File: config.mk
export PLATFORM = sky130hd
export DESIGN_NAME = rx_overwrite_fifo
export DESIGN_NICKNAME = d
export VERILOG_FILES = /design/src/rtl/rxq_pkg.sv /design/src/rtl/rxq_ctrl.sv /design/src/rtl/rxq_mem.sv /design/src/rtl/rxq_flags.sv /design/src/rtl/rx_overwrite_fifo.sv
export SDC_FILE = /design/constraint.sdc
export NUM_CORES = 1
export LEC_CHECK = 0
export BUFFER_PORTS_ARGS = -buffer_cell sky130_fd_sc_hd__buf_2
export CAP_MARGIN = 20
export CORE_ASPECT_RATIO = 0.5
export CORE_MARGIN = 3
export CORE_UTILIZATION = 58
export DETAILED_ROUTE_END_ITERATION = 12
export GPL_ROUTABILITY_DRIVEN = 0
export HOLD_SLACK_MARGIN = 0.02
export PLACE_DENSITY_LB_ADDON = 0.1
export SKIP_LAST_GASP = 1
export SLEW_MARGIN = 5
export SYNTH_ARGS = -nofsm -noshare
export SYNTH_HDL_FRONTEND = slang
export SYNTH_HIERARCHICAL = 1
export SYNTH_SLANG_ARGS = --single-unit
File: constraint.sdc
create_clock -name clk -period 8.3 [get_ports clk]
set_input_delay 0.83 -clock clk [delete_from_list [all_inputs] [get_ports clk]]
set_output_delay 0.83 -clock clk [all_outputs]
set_load 0.005 [all_outputs]
File: src/rtl/rxq_pkg.sv
`timescale 1ns/1ps
package rxq_pkg;

  typedef struct packed {
    logic push;
    logic pop;
    logic flush;
  } q_op_t;

  function automatic int unsigned wrap_inc(int unsigned p, int unsigned lim);
    return (p == lim - 1) ? 0 : p + 1;
  endfunction

  function automatic int unsigned wrap_dec(int unsigned p, int unsigned lim);
    return (p == 0) ? lim - 1 : p - 1;
  endfunction

endpackage

File: src/rtl/rxq_ctrl.sv
`timescale 1ns/1ps
module rxq_ctrl #(
  parameter int DEPTH = 4,
  parameter int PTR_W = 2,
  parameter int CNT_W = 3
) (
  input  logic             clk,
  input  logic             rst_n,
  input  rxq_pkg::q_op_t   op,
  output logic             pop_ok,
  output logic [CNT_W-1:0] occ,
  output logic [CNT_W-1:0] occ_mid,
  output logic             wr_en,
  output logic [PTR_W-1:0] wr_idx,
  output logic [PTR_W-1:0] rd_idx
);
  import rxq_pkg::*;

  localparam logic [CNT_W-1:0] OCC_MAX = CNT_W'(DEPTH);

  logic [PTR_W-1:0] head_q, head_n, head_mid, tail_q, tail_n;
  logic [CNT_W-1:0] occ_n;
  logic             upd;

  // pop is applied before push
  always_comb begin
    pop_ok   = op.pop && (occ != '0);
    occ_mid  = occ - CNT_W'(pop_ok);
    head_mid = pop_ok ? PTR_W'(wrap_inc(int'(head_q), DEPTH)) : head_q;
    head_n   = head_mid;
    tail_n   = tail_q;
    occ_n    = occ_mid;
    wr_en    = 1'b0;
    wr_idx   = tail_q;
    if (op.flush) begin
      head_n = '0;
      tail_n = '0;
      occ_n  = '0;
    end else if (op.push) begin
      wr_en = 1'b1;
      if (occ_mid == OCC_MAX) begin
        wr_idx = PTR_W'(wrap_dec(int'(tail_q), DEPTH));
      end else begin
        tail_n = PTR_W'(wrap_inc(int'(tail_q), DEPTH));
        occ_n  = occ_mid + 1'b1;
      end
    end
    upd = op.flush | op.push | pop_ok;
  end

  always_ff @(posedge clk or negedge rst_n) begin
    if (!rst_n) begin
      head_q <= '0;
      tail_q <= '0;
      occ    <= '0;
    end else if (upd) begin
      head_q <= head_n;
      tail_q <= tail_n;
      occ    <= occ_n;
    end
  end

  assign rd_idx = head_q;

endmodule

File: src/rtl/rxq_mem.sv
`timescale 1ns/1ps
module rxq_mem #(
  parameter int DEPTH  = 4,
  parameter int DATA_W = 8,
  parameter int PTR_W  = 2
) (
  input  logic              clk,
  input  logic              wr_en,
  input  logic [PTR_W-1:0]  wr_idx,
  input  logic [DATA_W-1:0] wr_data,
  input  logic [PTR_W-1:0]  rd_idx,
  output logic [DATA_W-1:0] rd_data
);
  logic [DATA_W-1:0] slot [DEPTH];

  for (genvar i = 0; i < DEPTH; i++) begin : g_slot
    logic hit;
    assign hit = wr_en && (wr_idx == PTR_W'(i));
    always_ff @(posedge clk) begin
      if (hit) slot[i] <= wr_data;
    end
  end

  assign rd_data = slot[rd_idx];

endmodule

File: src/rtl/rxq_flags.sv
`timescale 1ns/1ps
module rxq_flags #(
  parameter int DEPTH = 4,
  parameter int CNT_W = 3
) (
  input  logic             clk,
  input  logic             rst_n,
  input  logic             flush,
  input  logic             push,
  input  logic             pop_ok,
  input  logic [CNT_W-1:0] occ_mid,
  input  logic             brk_evt,
  input  logic             brk_clr,
  output logic             rdy,
  output logic             full,
  output logic             brk_flag
);
  localparam logic [CNT_W-1:0] NEAR_FULL = CNT_W'(DEPTH - 1);

  logic rdy_n, full_n, brk_n;

  always_comb begin
    rdy_n = rdy;
    if (flush)                           rdy_n = 1'b0;
    else if (push)                       rdy_n = 1'b1;
    else if (pop_ok && occ_mid == '0)    rdy_n = 1'b0;

    full_n = full;
    if (flush)                           full_n = 1'b0;
    else if (push && occ_mid >= NEAR_FULL) full_n = 1'b1;
    else if (pop_ok)                     full_n = 1'b0;

    brk_n = brk_flag;
    if (brk_evt)      brk_n = 1'b1;
    else if (brk_clr) brk_n = 1'b0;
  end

  always_ff @(posedge clk or negedge rst_n) begin
    if (!rst_n) begin
      rdy      <= 1'b0;
      full     <= 1'b0;
      brk_flag <= 1'b0;
    end else begin
      rdy      <= rdy_n;
      full     <= full_n;
      brk_flag <= brk_n;
    end
  end

endmodule

File: src/rtl/rx_overwrite_fifo.sv
`timescale 1ns/1ps
module rx_overwrite_fifo #(
  parameter int DEPTH  = 4,
  parameter int DATA_W = 8
) (
  input  logic              clk,
  input  logic              rst_n,
  input  logic              rx_en,
  input  logic              push_vld,
  input  logic [DATA_W-1:0] push_data,
  input  logic              brk_evt,
  input  logic              pop,
  input  logic              flush,
  input  logic              brk_clr,
  output logic [DATA_W-1:0] pop_data,
  output logic              rdy,
  output logic              full,
  output logic              can_accept,
  output logic              brk_flag
);
  localparam int PTR_W = (DEPTH > 1) ? $clog2(DEPTH) : 1;
  localparam int CNT_W = $clog2(DEPTH + 1);

  rxq_pkg::q_op_t    op;
  logic              pop_ok, wr_en;
  logic [CNT_W-1:0]  occ, occ_mid;
  logic [PTR_W-1:0]  wr_idx, rd_idx;
  logic [DATA_W-1:0] wr_word, head_word;

  assign op.push  = push_vld | brk_evt;
  assign op.pop   = pop;
  assign op.flush = flush;
  assign wr_word  = brk_evt ? '0 : push_data;

  rxq_ctrl #(.DEPTH(DEPTH), .PTR_W(PTR_W), .CNT_W(CNT_W)) u_ctrl (
    .clk(clk), .rst_n(rst_n), .op(op), .pop_ok(pop_ok), .occ(occ),
    .occ_mid(occ_mid), .wr_en(wr_en), .wr_idx(wr_idx), .rd_idx(rd_idx)
  );

  rxq_mem #(.DEPTH(DEPTH), .DATA_W(DATA_W), .PTR_W(PTR_W)) u_mem (
    .clk(clk), .wr_en(wr_en), .wr_idx(wr_idx), .wr_data(wr_word),
    .rd_idx(rd_idx), .rd_data(head_word)
  );

  rxq_flags #(.DEPTH(DEPTH), .CNT_W(CNT_W)) u_flags (
    .clk(clk), .rst_n(rst_n), .flush(flush), .push(op.push),
    .pop_ok(pop_ok), .occ_mid(occ_mid), .brk_evt(brk_evt),
    .brk_clr(brk_clr), .rdy(rdy), .full(full), .brk_flag(brk_flag)
  );

  assign pop_data   = (occ != '0) ? head_word : '0;
  assign can_accept = rx_en & ~full;

endmodule

## Word level (Yosys, flattened, before mapping)

Memories as Yosys holds them, arrays and structs flattened.
Index checks and enable logic that the tools add are counted.

| cells by class | value |
|---|---|
| eq/ne operators | 7 |
| muxes and demuxes | 43 |
| reduce and logical (&&, ||, !) cells | 21 |
| bitwise operators | 5 |
| add/subtract/negate cells | 5 |
| $lt $le $gt $ge | 1 |

Operator list:

| cell | count |
|---|---|
| $mux 8 | 5 |
| $mux 2 | 14 |
| $reduce_or 8->1 | 3 |
| $mux 1 | 21 |
| $mux 3 | 3 |
| $reduce_bool 3->1 | 3 |
| $eq 2x2->1 const B | 4 |
| $logic_and 1x1->1 | 7 |
| $reduce_bool 2->1 | 3 |
| $add 2x1->2 const B | 2 |
| $logic_not 2->1 | 2 |
| $add 3x1->3 const B | 1 |
| $eq 3x3->1 const B | 1 |
| $ge 3x2->1 const B | 1 |
| $logic_not 3->1 | 1 |
| $or 1x1->1 | 3 |
| $reduce_and 3->1 | 1 |
| $sub 3x1->3 | 1 |
| $eq 2x1->1 const B | 1 |
| $ne 2x2->1 const B | 1 |
| $reduce_and 2->1 | 1 |
| $sub 2x1->2 const B | 1 |
| $and 1x1->1 | 1 |
| $not 1->1 | 1 |

| storage, ports and cells | value |
|---|---|
| bits of input ports | 16 |
| logic and storage cells | 89 |
| register bits | 10 |
| memories kept | 1 |
| bits in writable memories | 32 |
| output and inout port bits | 12 |

Memory list:

| memory | words | width | rd ports | clocked after Yosys merged registers in | wr ports | line | source |
|---|---|---|---|---|---|---|---|
| u_mem.slot | 4 | 8 | 1 | 0 | 1 | rxq_mem.sv:14 | `logic [DATA_W-1:0] slot [DEPTH];` |

## Logic depth before layout (Yosys ltp)

Gate-level depths: netlist of run 1.

| depth | value |
|---|---|
| depth in word-level cells | 15 |
| gate-level depth with buffers | 8 |
| depth with buffers taken out | 8 |

## Modules after synthesis

Netlist of run 1, hierarchy kept.

By module, submodules not included:

| module | area an instance (um^2) | cells an instance | times used |
|---|---|---|---|
| rxq_mem | 1188.6 | 46 | 1 |
| rxq_ctrl | 524.3 | 57 | 1 |
| rx_overwrite_fifo | 153.9 | 21 | 1 |
| rxq_flags | 138.9 | 13 | 1 |

## Worst setup path before layout of run 1

Ideal clock, no wire load.

| path | value |
|---|---|
| kind | input port to flip-flop |
| start | in pop |
| end | mem u_mem.slot[0][0] (enable) |
| stages on the path | 7 |
| data arrival time | 2.685 ns |
| path slack | 5.230 ns |
| required time | 7.915 ns |
| path buffers | 0 |
| cell sequence | o31a_2 -> ha_1 -> ha_1 -> xnor2_2 -> nor3b_2 -> mux2i_1 -> nor3b_1 |

| on the way | value |
|---|---|
| elaborated cells on any way between the ends | 31 |
| those cells by class | 1 x add/sub; 4 x eq/ne; 17 x mux; 9 x reduce/logical |

RTL lines:

| item | line | source |
|---|---|---|
| start: declaration | rx_overwrite_fifo.sv:12 | `input logic pop,` |
| $logic_and 1x1->1 | rxq_ctrl.sv:27 | `pop_ok = op.pop && (occ != '0);` |
| $sub 3x1->3 | rxq_ctrl.sv:28 | `occ_mid = occ - CNT_W'(pop_ok);` |
| $eq 3x3->1 | rxq_ctrl.sv:41 | `if (occ_mid == OCC_MAX) begin` |
| $mux 2 | rxq_ctrl.sv:41 |  |
| $mux 2 | rxq_ctrl.sv:39 | `end else if (op.push) begin` |
| $mux 2 | rxq_ctrl.sv:35 | `if (op.flush) begin` |
| named net wr_idx[1] | rx_overwrite_fifo.sv:27 | `logic [PTR_W-1:0] wr_idx, rd_idx;` |
| $logic_not 2->1 | rxq_mem.sv:18 | `assign hit = wr_en && (wr_idx == PTR_W'(i));` |
| $logic_and 1x1->1 | rxq_mem.sv:18 |  |
| named net u_mem.g_slot[0].hit | rxq_mem.sv:17 | `logic hit;` |
| $mux 1 | rxq_mem.sv:20 | `if (hit) slot[i] <= wr_data;` |
| $mux 1 (implied by the code) | rxq_mem.sv:20 |  |
| $mux 1 (no source line) (3 in series) | -- |  |
| end: declaration | rxq_mem.sv:14 |  |

The timed path passes the listed nets, and every way through them passes these cells.

## Worst setup path after layout of run 1

| path | value |
|---|---|
| start | reg u_ctrl.occ[1] |
| end | mem u_mem.slot[1][4] (enable) |

| on the way | value |
|---|---|
| longest elaborated chain between the ends | 15 |
| elaborated cells on any way between the ends | 32 |
| those cells by class | 1 x add/sub; 4 x eq/ne; 17 x mux; 10 x reduce/logical |

Ends and longest elaborated chain:

| item | line | source |
|---|---|---|
| start: declaration | rxq_ctrl.sv:11 | `output logic [CNT_W-1:0] occ,` |
| start signal: assignment | rxq_ctrl.sv:59 | `occ <= occ_n;` |
| $reduce_bool 3->1 (*) | rxq_ctrl.sv:27 |  |
| $logic_and 1x1->1 (*) | rxq_ctrl.sv:27 |  |
| named net pop_ok | rx_overwrite_fifo.sv:25 | `logic pop_ok, wr_en;` |
| $sub 3x1->3 (*) | rxq_ctrl.sv:28 |  |
| $eq 3x3->1 (*) | rxq_ctrl.sv:41 |  |
| $mux 2 (*) | rxq_ctrl.sv:41 |  |
| $mux 2 (*) | rxq_ctrl.sv:39 |  |
| $mux 2 (*) | rxq_ctrl.sv:35 |  |
| named net wr_idx[0] | rx_overwrite_fifo.sv:27 |  |
| $eq 2x1->1 (*) | rxq_mem.sv:18 |  |
| $logic_and 1x1->1 (*) | rxq_mem.sv:18 |  |
| named net u_mem.g_slot[1].hit | rxq_mem.sv:17 |  |
| $mux 1 (*) | rxq_mem.sv:20 |  |
| $mux 1 (implied by the code) (*) | rxq_mem.sv:20 |  |
| $reduce_or 8->1 (no source line) | -- |  |
| $mux 2 (no source line) or $mux 1 (tied branches) (3 in series) | -- |  |

The timed path passes the listed nets; every way through them passes the cells marked *.

==> results.ini, run 1 <==
[yosys]
synth_top_area_share_pct = 47.9
synth_area_per_cell_um2 = 14.6
synth_edf_count = 32
netlist_area_um2 = 2010
yosys_most_used_dff = edfxtp_1
yosys.area.top_type = edfxtp_1
async_flop_share_pct = 23.8
synth.distinct_cells = 45
ys_ff_latch = 42
postSynthNetCount = 157
yosys_warnings = 6
yosys-top-cells-area = edfxtp_1 (48%), dfrtp_1 (12%), mux4_2 (9.0%), o31a_1 (3.5%), nor2b_1 (3.1%)
syn_inst = 137
seq_area_frac_synth_pct = 60.4

[sta]
holdWs_ns = 0.392
period_needed_ns = 3.17
worstMarginPinSlew_ns = 0.650
skew_ns = 0.00588
rsz0062_at_grt = false
max_slew_margin_pct = 56.6
setup_viol = 0
setup-tns-final_ns = 0
fmax_mhz = 316
finalCritPeriodShare_pct = 38.1
maxSlewViolCount = 0
hold_viol = 0
finalWorstSetupSlack_ns = 5.13

[setup_path]
max_stage_delay_ns = 0.56
crit_path_end = u_mem/slot[1][4]
critPathMaxFanout = 13
startpoint = u_ctrl/occ[1]
ff2ff_path_depth = 7
path_cells = o31a_2 > ha_1 > ha_1 > xnor2_2 > nor3b_2 > mux2i_1 > and3b_1
worstReg2RegEnd = u_mem/slot[1][4]
critical_path_class = flop to flop
rrSetupSlack_ns = 5.13
cp_common_cell = ha_1
critPathLaunchType = flop
crit_slowest_cell = dfrtp_1
required_ns = 8.23
crit_arrival_ns = 3.10
end_kind = flop
reg2reg_from = u_ctrl/occ[1]

[clock_network]
clockBufferDepth = 2
cts_setup_buffers = 0
clock_latency_ns = 0.28
cts_hold_buf = 0
cts.sinks = 42
numCtsBuffers = 5
post_cts_resized = 0
cts_tree = yes
clk_pin_slew_ns = 0.08
cts_root_buf = clkbuf_8
htreeDepth = 2

[cells_and_area]
nNetsFinal = 185
fin_cells = 206
antenna_cells = 0
nFillCells = 215
syn2layout_area_growth_pct = 11.5
drive_gt1_share_pct = 29.5

[drt]
drcViolationCount = 0
drt_iter0_drc = 50
routedWlPerCell_um = 17.5
drtAntennaViolNets = 0
drtPass1Iterations = 4
viasPerCell = 5.98
vias = 1231
totalWireLength_um = 3610

[pwr]
irDropWorstVdd_uv = 176
leakagePower_nw = 0.860
powerDensity_nw_per_um2 = 315

[run]
max-cap-violations = 0

[grt]
grt_busiest_layer = met2
grt_pass1_vias = 1170
antenna_found_initial = 0
met2_usage_pct = 31.2
grt_overflow = 0
grt_max_degree = 17
grt_pass1_wl_um = 5700
grt.met3_usage_pct = 5.15
grtUsageMet1_pct = 26.2
grt_usage_pct = 19.0

[place]
dp_worst_setup_slack_ns = 4.67
place_inst = 197
portBuffers = 27

[floorplanning]
rows = 14
start_util_pct = 63.6
ios = 28
dieWidth_um = 89.2
core_um2 = 3150
fp.dieH_um = 47.6
die_area_um2 = 4240

[status]
outcome = finished, final reports clean

[min_path]
hold_class = input pin to async pin

-- kinds of logic after synthesis --
logic type      synth area share, %
compound gates                 10.3
xor+xnor                       1.68
fa+ha+maj                      2.50
buf+inv                        4.12
flops                          60.4
mux                            10.7
simple gates                   10.3
-- cells in the mapped netlist (2+ instances only) --
master     n
ha_1       4
buf_6      2
edfxtp_1  32
o31a_1     8
buf_2      2
o21ai_0    2
clkbuf_1   2
inv_1     10
mux4_2     8
nor2b_1   10
nor2_1     6
nand2_1    4
o211ai_1   2
nand2b_1   3
mux2i_1    2
and3b_1    2
dfrtp_1   10
-- how the worst min path moves through the flow --
stage / to / cells past startpoint
floorplan: u_flags/brk_flag / 1
global placement: u_flags/brk_flag / 1
detailed placement: u_flags/brk_flag / 1
CTS: u_ctrl/tail_q[1] / 1
global route: u_ctrl/tail_q[0] / 1
finish: u_ctrl/tail_q[1] / 1
-- area by class of cell --
| cell class | count | area [um2] | share of cell area [%] |
|---|---|---|---|
| Sequential cell | 42 | 1210 | 54.1 |
| Multi-Input combinational cell | 78 | 712 | 31.8 |
| Timing Repair Buffer | 28 | 140 | 6.26 |
| Clock buffer | 6 | 72.6 | 3.24 |
| Tap cell | 40 | 50.0 | 2.24 |
| Inverter | 10 | 37.5 | 1.68 |
| Clock inverter | 2 | 13.8 | 0.615 |
-- metal layers --
layer / vias to the layer above / routed length, um
li1: 581 / -
met1: 610 / 1600
met2: 38 / 1730
met3: 2 / 261
met4: 0 / 11
met5: - / 0
-- report_power, final --
| group | total, mW | switching [mW] | internal, mW | leakage [nW] |
|---|---|---|---|---|
| Sequential | 0.323 | 0.0519 | 0.271 | 0.426 |
| Combinational | 0.256 | 0.122 | 0.134 | 0.389 |
| Clock | 0.125 | 0.0661 | 0.0593 | 0.0452 |
-- flip-flops by register name, indices dropped and copies added (netlist names) --
name and flops:
u_flags/rdy 1, u_ctrl/occ 3, u_flags/brk_flag 1, u_ctrl/rd_idx 2, u_flags/full 1, u_mem/slot 32
u_ctrl/tail_q 2
-- worst max-delay path: cells and delay by family (launching register included) --
family          cells  cell delay [ns]
fa+ha+maj           2             0.45
flops               1             0.56
compound gates      1             0.46
xor+xnor            1             0.22
mux                 1             0.32
simple gates        2             0.79
-- stage by stage --
stage | utilization (%) | power [mW] | instance area (um2)
final | 71.0 | 0.704 | 2240
after global routing | 71.0 | 0.758 | 2240
after CTS | 70.8 | 0.709 | 2230
after detailed placement | 68.1 | 0.583 | 2150
after global placement | 68.1 | 0.578 | 2150
after floorplan | - | 0.516 | 2010
-- layout by cell type (no fill, tap or decap), drive strengths merged, types with 2 or more instances in the layout --
cell type / n
ha: 4
clkinv: 2
edfxtp: 32
mux4: 8
nand2b: 3
buf: 28
inv: 10
o31a: 9
and3b: 2
mux2i: 2
dfrtp: 10
nor2b: 10
or2: 2
o211ai: 2
nor2: 6
o21ai: 2
nand2: 4
xnor2: 2
clkbuf: 6
nor3b: 2
No activity file was read; power rests on OpenSTA's default activity.
==> run 2: changes to the inputs <==
--- a/config.mk
+++ b/config.mk
@@ -9,7 +9,7 @@
 export CAP_MARGIN = 20
 export CORE_ASPECT_RATIO = 0.5
 export CORE_MARGIN = 3
-export CORE_UTILIZATION = 58
+export CORE_UTILIZATION = 56
 export DETAILED_ROUTE_END_ITERATION = 12
 export GPL_ROUTABILITY_DRIVEN = 0
 export HOLD_SLACK_MARGIN = 0.02
==> constraint.sdc (replaced) <==
create_clock -name clk -period 3 [get_ports clk]
set_input_delay 0.3 -clock clk [delete_from_list [all_inputs] [get_ports clk]]
set_output_delay 0.3 -clock clk [all_outputs]
set_load 0.005 [all_outputs]
==> results.ini, run 2 (same netlist as run 1, synthesis figures left out) <==
[pwr]
power_frac_seq_pct = 40.9  ; -5.0 points
p_switching_mw = 0.697  ; +190%
comb_power_share_pct = 41.7  ; +5.4 points
finalPower_mw = 2.02  ; +190%
powerDensity_nw_per_um2 = 882  ; +180%
internal_power_mw = 1.33  ; +190%
irDropWorstVdd_uv = 484  ; +180%
sw_frac_of_total_pct = 34.5  ; +0.37 points
leakagePower_nw = 0.884  ; +2.7%
clock_power_share_pct = 17.4  ; -0.4 points

[floorplanning]
dieWidth_um = 90.6  ; +1.6%
ios = 28  ; unchanged
fp.dieH_um = 48.3  ; +1.6%
core_um2 = 3210  ; +1.7%
rows = 14  ; unchanged
die_area_um2 = 4380  ; +3.2%
start_util_pct = 62.6  ; -1.0 points

[cells_and_area]
largest_register = u_mem/slot
nFillCells = 217  ; +0.93%
top_regs = u_mem/slot (32), u_ctrl/occ (3)
antenna_cells = 0  ; unchanged
fin_cells = 219  ; +6.3%
largest_reg_flops = 32  ; unchanged
drive_gt1_share_pct = 32.2  ; +2.6 points
nNetsFinal = 190  ; +2.7%
syn2layout_area_growth_pct = 14.3
final_common_cell = edfxtp_1
most-common-layout-cells = edfxtp_1 (32), buf_2 (27), nor2b_1 (10), inv_1 (10), dfrtp_1 (10)

[sta]
hold_viol = 0  ; unchanged
holdWs_ns = 0.273  ; -0.118 ns
finalCritPeriodShare_pct = 94.9  ; +57 points
period_needed_ns = 2.85  ; -0.317 ns
skew_ns = 0.00413  ; -0.00175 ns
max_slew_margin_pct = 59.6  ; +2.9 points
finalWorstSetupSlack_ns = 0.152  ; -4.98 ns
setup-tns-final_ns = 0  ; unchanged
worstMarginPinSlew_ns = 0.607  ; -0.0437 ns
maxSlewViolCount = 0  ; unchanged
fmax_mhz = 351  ; +11%
setup_viol = 0  ; unchanged

[clock_network]
clock_latency_ns = 0.29  ; about the same
numCtsBuffers = 5  ; unchanged
cts_setup_buffers = 0  ; unchanged
cts.sinks = 42  ; unchanged
cts_root_buf = clkbuf_8
clockBufferDepth = 2  ; unchanged
htreeDepth = 2  ; unchanged
clk_pin_slew_ns = 0.08  ; about the same
cts_tree = yes

[grt]
grt_usage_pct = 19.3  ; +0.27 points
grt_overflow = 0  ; unchanged
antenna_found_initial = 0  ; unchanged
grt_pass1_wl_um = 6360  ; +12%
grt_pass1_vias = 1297  ; +11%
grt_max_degree = 17  ; unchanged

[place]
dp_hpwl_um = 2590
portBuffers = 27  ; unchanged
dp_worst_setup_slack_ns = 0.177  ; -4.49 ns
place_inst = 210  ; +6.6%

[status]
outcome = finished, final reports clean

[setup_path]
end_kind = flop
crit_arrival_ns = 2.79  ; -0.31 ns
critPathLaunchType = flop
path_cells = o31a_2 > ha_1 > ha_1 > nand2_1 > nor3b_2 > mux2i_1 > and3b_1
max_stage_delay_ns = 0.46  ; -0.10 ns
cp_common_cell = ha_1
crit_buf_inv = 0  ; unchanged
crit_family = simple AND/OR/NAND/NOR gates
critPathMaxFanout = 8  ; -5
critical_path_class = flop to flop
required_ns = 2.94  ; -5.29 ns
crit_slowest_cell = and3b_1

[drt]
routedWlPerCell_um = 17.8  ; +1.7%
drt_iter0_drc = 52  ; +4.0%
viasPerCell = 5.67  ; -5.2%
vias = 1241  ; +0.81%
totalWireLength_um = 3900  ; +8.1%
drtPass1Iterations = 4  ; unchanged
drtAntennaViolNets = 0  ; unchanged
drcViolationCount = 0  ; unchanged

[min_path]
hold_class = input pin to flop

[run]
max-cap-violations = 0  ; unchanged

==> run 2: power by group through the flow <==
stage                     combinational, mW  clock [mW]  sequential [mW]
final                                 0.844       0.351            0.828
after CTS                             0.839       0.359            0.830
after global placement                0.804           0            0.837
after global routing                  0.917       0.392            0.849
after detailed placement              0.826           0            0.843
after floorplan                       0.617           0            0.810
==> run 2: layer usage <==
metal,up-vias,routed length [um],track usage [%]
met5,-,0,0
met4,0,30,5.33
met3,4,172,6.50
met2,40,1910,32.9
met1,603,1780,23.8
li1,594,-,-
==> run 2: worst min-delay path, delay by kind of cell <==
family | cells | cell delay [ns]
AOI/OAI and AO/OA | 1 | 0.09
buffers and inverters | 2 | 0.13
==> run 2: final cells by class <==
type | instances | area, um2 | area share [%]
Timing Repair Buffer | 33 | 183 | 7.97
Clock inverter | 2 | 13.8 | 0.600
Multi-Input combinational cell | 78 | 714 | 31.2
Tap cell | 48 | 60.1 | 2.62
Sequential cell | 42 | 1210 | 52.8
Clock buffer | 6 | 72.6 | 3.17
Inverter | 10 | 37.5 | 1.64
==> run 2: path summary, 6_finish.rpt <==
kind | slack [ns] | from | cells after the start | endpoint
min reg2reg | 0.48 | u_flags/brk_flag | 1 | u_flags/brk_flag
min in group asynchronous | 0.40 | rst_n | 2 | u_ctrl/tail_q[0]
min | 0.27 | brk_clr | 3 | u_flags/brk_flag
max | 0.15 | u_ctrl/occ[0] | 7 | u_mem/slot[1][4]
max in group asynchronous | 2.41 | rst_n | 2 | u_ctrl/rd_idx[1]
max reg2reg | 0.15 | u_ctrl/occ[0] | 7 | u_mem/slot[1][4]
==> run 2: what timing repair did <==
| item | 4_1_cts | 5_1_grt |
|---|---|---|
| hold buffers | 1 | 0 |
| endpoints found under the hold margin | 10 | 0 |
| gates resized for setup | 0 | 2 |
| endpoints found under the setup margin | 0 | 14 |
==> run 2: stage by stage <==
step | utilization, % | instance area (um2)
after floorplan | - | 2010
after global placement | 68.4 | 2190
after detailed placement | 68.4 | 2190
after CTS | 71.4 | 2290
after global routing | 71.5 | 2290
final | 71.5 | 2290
==> run 3: changes to the inputs <==
--- a/config.mk
+++ b/config.mk
@@ -9,7 +9,7 @@
 export CAP_MARGIN = 20
 export CORE_ASPECT_RATIO = 0.5
 export CORE_MARGIN = 3
-export CORE_UTILIZATION = 56
+export CORE_UTILIZATION = 45
 export DETAILED_ROUTE_END_ITERATION = 12
 export GPL_ROUTABILITY_DRIVEN = 0
 export HOLD_SLACK_MARGIN = 0.02
==> results.ini, run 3 (same netlist as run 1, synthesis figures left out) <==
[clock_network]
cts.sinks = 42  ; unchanged
clock_latency_ns = 0.29  ; about the same
cts_tree = yes
cts_root_buf = clkbuf_8
htreeDepth = 2  ; unchanged
clk_pin_slew_ns = 0.07  ; about the same
clockBufferDepth = 2  ; unchanged
numCtsBuffers = 5  ; unchanged

[drt]
totalWireLength_um = 3930  ; +0.77%
drt_iter0_drc = 47  ; -9.6%
wl_met1_um = 1880  ; +5.7%
drcViolationCount = 0  ; unchanged
met2_length_um = 1820  ; -5.1%
routedWlPerCell_um = 17.5  ; -1.9%
drtAntennaViolNets = 0  ; unchanged
vias = 1234  ; -0.56%
viasPerCell = 5.48  ; -3.2%
top_layer = met4
dr_wl_met3_um = 211  ; +23%
drtPass1Iterations = 4  ; unchanged

[place]
dp_hpwl_um = 2640  ; +1.9%
placed_area_um2 = 2200  ; +0.34%
portBuffers = 27  ; unchanged
place_inst = 216  ; +2.9%

[sta]
finalCritPeriodShare_pct = 93.8  ; -1.1 points
maxSlewViolCount = 0  ; unchanged
setup_viol = 0  ; unchanged
hold_viol = 0  ; unchanged
rsz0062_at_grt = false
fmax_mhz = 355  ; +1.2%
worstMarginPinSlew_ns = 0.644  ; +0.0375 ns
period_needed_ns = 2.81  ; -0.0340 ns
skew_ns = 0.00892  ; +0.00479 ns
setup-tns-final_ns = 0  ; unchanged
max_slew_margin_pct = 57.1  ; -2.5 points

[cells_and_area]
syn2layout_area_growth_pct = 15.8
largest_reg_flops = 32  ; unchanged
antenna_cells = 0  ; unchanged
most-common-layout-cells = edfxtp_1 (32), buf_2 (27), nor2b_1 (10), inv_1 (10), dfrtp_1 (10)
final_area_um2 = 2320  ; +1.3%
top_regs = u_mem/slot (32), u_ctrl/occ (3)
final_common_cell = edfxtp_1
drive_gt1_share_pct = 31.6  ; -0.58 points
nNetsFinal = 190  ; unchanged
fin_cells = 225  ; +2.7%
post-route-util_pct = 56.9  ; -15 points
largest_register = u_mem/slot

[status]
outcome = finished, final reports clean

[setup_path]
crit_arrival_ns = 2.76  ; -0.03 ns
required_ns = 2.94  ; about the same
critical_path_class = flop to flop
rrSetupSlack_ns = 0.19  ; +0.03 ns
end_kind = flop
critPathLaunchType = flop
critPathMaxFanout = 8  ; unchanged

[grt]
grt_pass1_wl_um = 6330  ; -0.42%
antenna_found_initial = 0  ; unchanged
grt_overflow = 0  ; unchanged
grt_max_degree = 17  ; unchanged
grt_pass1_vias = 1215  ; -6.3%
grt_usage_pct = 16.6  ; -2.7 points

[floorplanning]
die_area_um2 = 5340  ; +22%
ios = 28  ; unchanged
dieWidth_um = 100  ; +11%
start_util_pct = 49.1  ; -13 points
rows = 16  ; +2
core_um2 = 4080  ; +27%
fp.dieH_um = 53.2  ; +10%

[run]
max-cap-violations = 0  ; unchanged

[pwr]
powerDensity_nw_per_um2 = 902  ; +2.2%
finalPower_mw = 2.09  ; +3.5%
leakagePower_nw = 0.891  ; +0.77%
irDropWorstVdd_uv = 412  ; -15%

[min_path]
hold_class = input pin to flop

-- run 3: timing repair --
item,in CTS,in global routing
setup endpoints to repair,0,8
resized for setup,0,1
buffers inserted,0,0
hold buffers,1,0
endpoints found under the hold margin,10,0
-- run 3: power by group --
part	internal, mW	leakage [nW]	switching (mW)	total (mW)
clock	0.248	0.0514	0.186	0.434
sequential	0.752	0.426	0.0798	0.831
combinational	0.408	0.413	0.421	0.829
total	1.41	0.891	0.686	2.09
-- run 3: critical path, stage by stage (launching register included) --
cell     delay [ns]
dfrtp_1        0.38
o31a_2         0.41
ha_1           0.22
ha_1           0.30
nand2_1        0.12
nor3b_2        0.26
mux2i_1        0.31
and3b_1        0.45
-- run 3: worst paths after layout --
kind / from / cells past startpoint / end
worst max-delay path: u_ctrl/occ[0] / 7 / u_mem/slot[2][0]
worst min-delay path: brk_clr / 3 / u_flags/brk_flag
worst max register to register: u_ctrl/occ[0] / 7 / u_mem/slot[2][0]
worst min register to register: u_flags/brk_flag / 1 / u_flags/brk_flag
max in group asynchronous: rst_n / 2 / u_flags/brk_flag
min in group asynchronous: rst_n / 2 / u_ctrl/occ[2]
-- run 3: layout make-up --
type / count / area (um2)
Clock buffer: 6 / 72.6
Clock inverter: 2 / 37.5
Fill cell: 365 / 1760
Sequential cell: 42 / 1210
Timing Repair Buffer: 33 / 183
Inverter: 10 / 37.5
Tap cell: 54 / 67.6
Multi-Input combinational cell: 78 / 713
-- run 3: metal layers --
metal	up-vias	global-route usage (%)
li1	590	-
met1	613	21.8
met2	29	27.0
met3	2	4.87
met4	0	4.70
met5	-	0
-- run 3: stage by stage --
stage | hold WS (ns) | worst slack, ns
finish | 0.275 | 0.186
global route | 0.283 | 0.00931
CTS | 0.267 | 0.146
detailed placement | 0.180 | 0.155
global placement | 0.180 | 0.261
floorplan | 0.00441 | 0.106
